==> config.mk <==
export PLATFORM = sky130hd
export DESIGN_NAME = lpad_state_keeper
export DESIGN_NICKNAME = d
export VERILOG_FILES = /design/src/rtl/lpad_pkg.sv /design/src/rtl/lpad_prio_arb.sv /design/src/rtl/lpad_en_sel.sv /design/src/rtl/lpad_state_keeper.sv
export SDC_FILE = /design/constraint.sdc
export NUM_CORES = 1
export LEC_CHECK = 0
export BUFFER_PORTS_ARGS = -buffer_cell sky130_fd_sc_hd__buf_2
export CORE_ASPECT_RATIO = 1.2
export CORE_MARGIN = 5
export CORE_UTILIZATION = 38
export CTS_BUF_LIST = sky130_fd_sc_hd__clkbuf_4 sky130_fd_sc_hd__clkbuf_8 sky130_fd_sc_hd__clkbuf_16
export DETAILED_ROUTE_END_ITERATION = 10
export MAX_ROUTING_LAYER = met4
export PLACE_DENSITY = 0.72
export SLEW_MARGIN = 10
export SYNTH_ARGS = -nofsm -noshare
export SYNTH_HDL_FRONTEND = slang
export SYNTH_SLANG_ARGS = --single-unit
export TNS_END_PERCENT = 5
==> constraint.sdc <==
create_clock -name clk -period 1.29 [get_ports clk]
set_input_delay 0.1935 -clock clk [delete_from_list [all_inputs] [get_ports clk]]
set_output_delay 0.1935 -clock clk [all_outputs]
set_load 0.05 [all_outputs]
==> src/rtl/lpad_pkg.sv <==
package lpad_pkg;
  localparam int PRV_W  = 2;
  localparam int NUM_EN = 5;
  localparam int NUM_EV = 8;

  localparam logic [PRV_W-1:0] PRV_U = 2'd0;
  localparam logic [PRV_W-1:0] PRV_S = 2'd1;
  localparam logic [PRV_W-1:0] PRV_M = 2'd3;

  // enable bit positions
  localparam int EN_M  = 0;
  localparam int EN_S  = 1;
  localparam int EN_U  = 2;
  localparam int EN_VS = 3;
  localparam int EN_VU = 4;

  // request positions, highest priority first
  localparam int RQ_DBG  = 0;
  localparam int RQ_TM   = 1;
  localparam int RQ_THS  = 2;
  localparam int RQ_TVS  = 3;
  localparam int RQ_DRET = 4;
  localparam int RQ_MRET = 5;
  localparam int RQ_SRET = 6;
  localparam int RQ_UPD  = 7;

  function automatic logic lpe_for(input logic [PRV_W-1:0] prv, input logic virt,
                                   input logic [NUM_EN-1:0] en);
    logic r;
    r = 1'b0;
    if (prv == PRV_M)      r = en[EN_M];
    else if (prv == PRV_S) r = virt ? en[EN_VS] : en[EN_S];
    else if (prv == PRV_U) r = virt ? en[EN_VU] : en[EN_U];
    return r;
  endfunction
endpackage

==> src/rtl/lpad_prio_arb.sv <==
module lpad_prio_arb #(
  parameter int N = 8
) (
  input  logic [N-1:0] req,
  output logic [N-1:0] gnt
);
  logic [N-1:0] seen;
  always_comb begin
    seen[0] = 1'b0;
    for (int i = 1; i < N; i++) seen[i] = seen[i-1] | req[i-1];
  end
  for (genvar g = 0; g < N; g++) begin : g_gnt
    assign gnt[g] = req[g] & ~seen[g];
  end
endmodule

==> src/rtl/lpad_en_sel.sv <==
module lpad_en_sel
  import lpad_pkg::*;
(
  input  logic [PRV_W-1:0]  prv,
  input  logic              virt,
  input  logic [NUM_EN-1:0] en,
  output logic              on
);
  assign on = lpe_for(prv, virt, en);
endmodule

==> src/rtl/lpad_state_keeper.sv <==
module lpad_state_keeper
  import lpad_pkg::*;
(
  input  logic              clk,
  input  logic              rst_n,
  input  logic              dbg_i,
  input  logic              trap_m_i,
  input  logic              trap_hs_i,
  input  logic              trap_vs_i,
  input  logic              dret_i,
  input  logic              mret_i,
  input  logic              sret_i,
  input  logic              upd_i,
  input  logic              upd_val_i,
  input  logic [1:0]        cur_priv_i,
  input  logic              cur_virt_i,
  input  logic [1:0]        mpp_i,
  input  logic              mpv_i,
  input  logic [1:0]        sret_priv_i,
  input  logic              sret_virt_i,
  input  logic [4:0]        lpe_en_i,
  output logic              elp_o,
  output logic              mpelp_o,
  output logic              spelp_ns_o,
  output logic              spelp_v_o,
  output logic              dpelp_o,
  output logic [1:0]        dprv_o,
  output logic              dv_o
);
  logic [NUM_EV-1:0] req, gnt;
  logic win_dbg, win_trap_m, win_trap_hs, win_trap_vs;
  logic win_dret, win_mret, win_sret, win_upd;
  logic en_mret, en_sret, en_dret;
  logic sret_src;

  logic             elp_q, mpelp_q, spelp_ns_q, spelp_v_q, dpelp_q, dv_q;
  logic [PRV_W-1:0] dprv_q;
  logic             elp_d, mpelp_d, spelp_ns_d, spelp_v_d, dpelp_d, dv_d;
  logic [PRV_W-1:0] dprv_d;

  always_comb begin
    req          = '0;
    req[RQ_DBG]  = dbg_i;
    req[RQ_TM]   = trap_m_i;
    req[RQ_THS]  = trap_hs_i;
    req[RQ_TVS]  = trap_vs_i;
    req[RQ_DRET] = dret_i;
    req[RQ_MRET] = mret_i;
    req[RQ_SRET] = sret_i;
    req[RQ_UPD]  = upd_i;
  end

  lpad_prio_arb #(.N(NUM_EV)) u_arb (.req(req), .gnt(gnt));

  assign win_dbg     = gnt[RQ_DBG];
  assign win_trap_m  = gnt[RQ_TM];
  assign win_trap_hs = gnt[RQ_THS];
  assign win_trap_vs = gnt[RQ_TVS];
  assign win_dret    = gnt[RQ_DRET];
  assign win_mret    = gnt[RQ_MRET];
  assign win_sret    = gnt[RQ_SRET];
  assign win_upd     = gnt[RQ_UPD];

  lpad_en_sel u_en_m (.prv(mpp_i),       .virt(mpv_i),       .en(lpe_en_i), .on(en_mret));
  lpad_en_sel u_en_s (.prv(sret_priv_i), .virt(sret_virt_i), .en(lpe_en_i), .on(en_sret));
  lpad_en_sel u_en_d (.prv(dprv_q),      .virt(dv_q),        .en(lpe_en_i), .on(en_dret));

  assign sret_src = cur_virt_i ? spelp_v_q : spelp_ns_q;

  always_comb begin
    elp_d      = elp_q;
    mpelp_d    = mpelp_q;
    spelp_ns_d = spelp_ns_q;
    spelp_v_d  = spelp_v_q;
    dpelp_d    = dpelp_q;
    dprv_d     = dprv_q;
    dv_d       = dv_q;
    if (win_dbg) begin
      dpelp_d = elp_q;
      dprv_d  = cur_priv_i;
      dv_d    = cur_virt_i;
      elp_d   = 1'b0;
    end else if (win_trap_m) begin
      mpelp_d = elp_q;
      elp_d   = 1'b0;
    end else if (win_trap_hs) begin
      spelp_ns_d = elp_q;
      elp_d      = 1'b0;
    end else if (win_trap_vs) begin
      spelp_v_d = elp_q;
      elp_d     = 1'b0;
    end else if (win_dret) begin
      if (en_dret) elp_d = dpelp_q;
    end else if (win_mret) begin
      if (en_mret) begin
        elp_d   = mpelp_q;
        mpelp_d = 1'b0;
      end
    end else if (win_sret) begin
      if (en_sret) begin
        elp_d = sret_src;
        if (cur_virt_i) spelp_v_d  = 1'b0;
        else            spelp_ns_d = 1'b0;
      end
    end else if (win_upd) begin
      elp_d = upd_val_i;
    end
  end

  always_ff @(posedge clk) begin
    if (!rst_n) begin
      elp_q      <= 1'b0;
      mpelp_q    <= 1'b0;
      spelp_ns_q <= 1'b0;
      spelp_v_q  <= 1'b0;
      dpelp_q    <= 1'b0;
      dprv_q     <= '0;
      dv_q       <= 1'b0;
    end else begin
      elp_q      <= elp_d;
      mpelp_q    <= mpelp_d;
      spelp_ns_q <= spelp_ns_d;
      spelp_v_q  <= spelp_v_d;
      dpelp_q    <= dpelp_d;
      dprv_q     <= dprv_d;
      dv_q       <= dv_d;
    end
  end

  assign elp_o      = elp_q;
  assign mpelp_o    = mpelp_q;
  assign spelp_ns_o = spelp_ns_q;
  assign spelp_v_o  = spelp_v_q;
  assign dpelp_o    = dpelp_q;
  assign dprv_o     = dprv_q;
  assign dv_o       = dv_q;
endmodule

Word-level counts from Yosys, hierarchy flattened. Cells that the tools add are included. W data, S select, Z words.

Register bits: 8. Logic and storage cells: 106.

Equality and inequality tests: 18. Multiplexer cells: 42. Bitwise gates (word level): 23. Reduce and logical (&&, ||, !) cells: 16.

Operators by type and width (count): $mux W1 (42); $ne A2 B2 Y1 const B (8); $reduce_and A8 Y1 (2); $reduce_bool A2 Y1 (7); $not A1 Y1 (10); $and A1 B1 Y1 (7); $eq A2 B1 Y1 const B (3); $eq A2 B2 Y1 const B (3); $logic_not A2 Y1 (3); $or A1 B1 Y1 (6); $reduce_and A6 Y1 (1); $reduce_or A5 Y1 (1); $ne A2 B1 Y1 const B (2); $ne A4 B3 Y1 const B (1); $reduce_and A4 Y1 (1); $reduce_bool A4 Y1 (1); $ne A3 B2 Y1 const B (1).

Logic depth before layout (Yosys ltp).
Depth in word-level cells: 12. Gate-level depth with buffers: 6. Mapped depth without buffers: 5.

Cells and area by module. A second synthesis with hierarchy kept.

Cells, all modules: 75. Area, all modules: 641.9 um^2.

Modules (own cells, without submodules): lpad_state_keeper (times used 1, cells an instance 47, area an instance 437.9 um^2); lpad_en_sel (times used 3, cells an instance 6, area an instance 41.3 um^2); lpad_prio_arb (times used 1, cells an instance 10, area an instance 80.1 um^2).

Worst setup path after synthesis. OpenSTA, ideal clock, no wires.

Path kind: register to register. Start: register dv_q (netlist: dv_o). End: register elp_q (netlist: elp_o). Setup time: 72 ps. Data arrival time: 1453 ps. Data required time: 1218 ps. Setup slack: -235 ps. Stages on the path, launching flop included: 6. Clock period less this slack: 1525 ps. Path through: dfxtp_1 > mux2i_1 > nand3b_1 > a31o_1 > o211ai_2 > mux2i_1.

Cells in the longest elaborated chain, start to end: 6.

RTL lines: from (decl) (RTL line lpad_state_keeper.sv:36) `logic elp_q, mpelp_q, spelp_ns_q, spelp_v_q, dpelp_q, dv_q;`; from (signal assigned) (RTL line lpad_state_keeper.sv:126) `dv_q <= dv_d;`; $mux W1 (2 in a row) (RTL line lpad_pkg.sv:33) `else if (prv == PRV_U) r = virt ? en[EN_VU] : en[EN_U];`; $mux W1 (*) (RTL line lpad_pkg.sv:32) `else if (prv == PRV_S) r = virt ? en[EN_VS] : en[EN_S];`; $mux W1 (*) (RTL line lpad_pkg.sv:31) `if (prv == PRV_M) r = en[EN_M];`; $ne A2 B1 Y1 (no line) (*); $reduce_and A4 Y1 (no line) (*); to (signal assigned) (RTL line lpad_state_keeper.sv:120) `elp_q <= elp_d;`; to (decl) (RTL line lpad_state_keeper.sv:36).

Mark *: on every way between the ends. The rest lies on a longest branch, timed or not. A chain may end at the register's enable or synchronous reset.

Final worst setup path. Ends and elaborated chain as after synthesis.

==> flow_summary.toml <==
[outcome]
status = "complete, no violations"

[power_and_ir_drop]
pwr-share-comb = 0.267
ir_drop_v = 0.000551
total_switching_power_uw = 190
p_leak_nw = 0.392
intPower_uw = 481
p_seq_frac = 0.385
p_sw_frac = 0.284
power.share.clock = 0.347
power_uw = 671
p_per_area_mw_per_mm2 = 760

[global_route]
grt_max_degree = 11
grtUsageTotal = 0.159
grt_overflow_total = 0
antenna_found_initial = 0
grt_pass1_wl_um = 2800
grt_pass1_vias = 714

[sta]
grt_setup_unrepaired = "true"
post-route-period-util = 0.922
finalSetupTns_ns = 0
fin_skew_ns = 0.00149
hold_viol_final = 0
max_slew_margin = 0.788
fmax_mhz = 840
fin_crit_ns = 1.19
whs_ns = 0.195
finalSetupViolCount = 0
worst_pin_slew_ns = 0.315
drv_slew = 0

[routing]
drt_iter0_drc = 12
drc_errors = 0
firstDrtPassIters = 4
wl_per_cell_um = 13.2
totalWireLength_um = 1700
via_per_inst = 5.28
num_vias = 681
drt.antenna.violating_nets = 0

[synthesis]
synth_edf_count = 0
synth_nets = 93
ys_seq_elements = 8
synth_top_area_cell = "dfxtp_1"
ys_types = 32
seq_area_frac_synth = 0.261
yosysMostFrequentCell = "mux2i_1"
syn-cell-area_um2 = 613
yosys-top-cells-count = "mux2i_1, dfxtp_1, nand3_1"
yosysTopAreaCellShare = 0.261
ys_async_sr_fraction = 0
syn_avg_cell_area_um2 = 9.02
synthFlopType = "dfxtp_1"
synth_warnings = 0
synth_area_leaders = "dfxtp_1, mux2i_1, mux2_2"
synthCells = 68

[clock_tree]
hold_buffers = 0
cts_buffers = 3
clock_latency_ns = 0.26
clockBufferDepth = 2
cts.clk_slew.worst_paths_ns = 0.06
htreeDepth = 1
cts_tree = "built"
cts_setup_buffers = 0
cts-root-buf = "clkbuf_4"
cts-resized-gates = 0
cts_sinks = 8

[hold_path]
hold_path.class = "in -> reg"
min_path_cells = 3

[final_layout]
diodes = 0
instances_no_fill = 129
syn_to_final_growth_pct = 44.1
stdcell_area_um2 = 883
drive_gt1_frac = 0.486
fin_nets = 137

[die]
ioPinCount = 33
die-height_um = 54
die_x_um = 46.7
rows = 16
dieArea_mm2 = 0.00252
core_mm2 = 0.00158
start_util = 0.388

[place]
dpl.cell_count = 125
place.gp.congestion = 0.821
port_buffers = 32
placed_area_um2 = 853

[critical_path]
critPathKind = "reg -> reg"
crit_arrival_ns = 1.38
critPathCaptureType = "flip-flop"
crit_fanout = 4
cp.required_ns = 1.48
reg2regPathDepth = 5
critPathLaunchType = "flip-flop"

[run]
max_cap_violations = 0
through the flow:
stage,worst slack (ns),util
final,0.100,0.559
after CTS,0.0751,0.559
after global placement,-0.0688,0.540
after global routing,-0.00222,0.559
after floorplan,0.00760,-
after detailed placement,-0.107,0.540
worst paths after layout:
kind	from	endpoint	slack [ns]
worst max-delay path	dv_o$_SDFFE_PN0P_	elp_o$_SDFFE_PP0P_	0.10
worst max register to register	dv_o$_SDFFE_PN0P_	elp_o$_SDFFE_PP0P_	0.10
worst min register to register	spelp_ns_o$_SDFFE_PN0P_	spelp_ns_o$_SDFFE_PN0P_	0.50
worst min-delay path	cur_priv_i[0]	dprv_o[0]$_SDFFE_PN0P_	0.19
kinds of logic (layout without fill, tap and decap cells):
logic type / count (synthesis) / count (layout) / share of synthesized area
buffers and inverters: 3 / 46 / 0.0306
muxes: 12 / 12 / 0.202
AOI/OAI and AO/OA: 19 / 19 / 0.239
DFF: 8 / 8 / 0.261
and+or+nand+nor: 26 / 26 / 0.267
state kept, by name, indices dropped and copies added (netlist names):
register and cells:
dprv_o 2, dpelp_o 1, dv_o 1, elp_o 1, mpelp_o 1, spelp_ns_o 1
spelp_v_o 1
worst max-delay path, cell delays in order, from the launching register on:
cell and delay, ns:
dfxtp_4 0.37, mux2i_1 0.19, nand3b_1 0.09, a31o_1 0.21
o211ai_2 0.06, mux2i_1 0.20
per-layer routing:
metal	global-route usage	vias to the layer above	part of all wire	routed length [um]
met3	0.0167	4	0.075	127
met2	0.296	26	0.54	911
met1	0.149	303	0.36	617
li1	-	348	-	-
met4	0.101	0	0.026	44
met5	-	-	0	0
power by group through the flow:
stage	logic (mW)	clock network (mW)	registers [mW]
floorplan	0.0714	0	0.283
global placement	0.178	0	0.264
detailed placement	0.180	0	0.264
CTS	0.181	0.235	0.259
global route	0.195	0.250	0.260
finish	0.179	0.233	0.259
area by class of cell:
class                      count  area [um2]
clock buffer                   4        30.0
fill                         162         698
inverter                       1        3.75
multi-input combinational     57         434
sequential                     8         165
tap                           18        22.5
timing repair buffer          41         228
cells in the final DEF (no fill, tap or decap), types with 3 or more instances in the layout:
master	n
clkbuf_4	4
mux2i_1	9
mux2_2	3
dfxtp_1	6
o21ai_0	3
nand2b_1	4
nand3_1	5
nor2b_1	4
nand2_1	4
buf_4	9
buf_2	32
No activity file was read; power rests on OpenSTA's default activity.
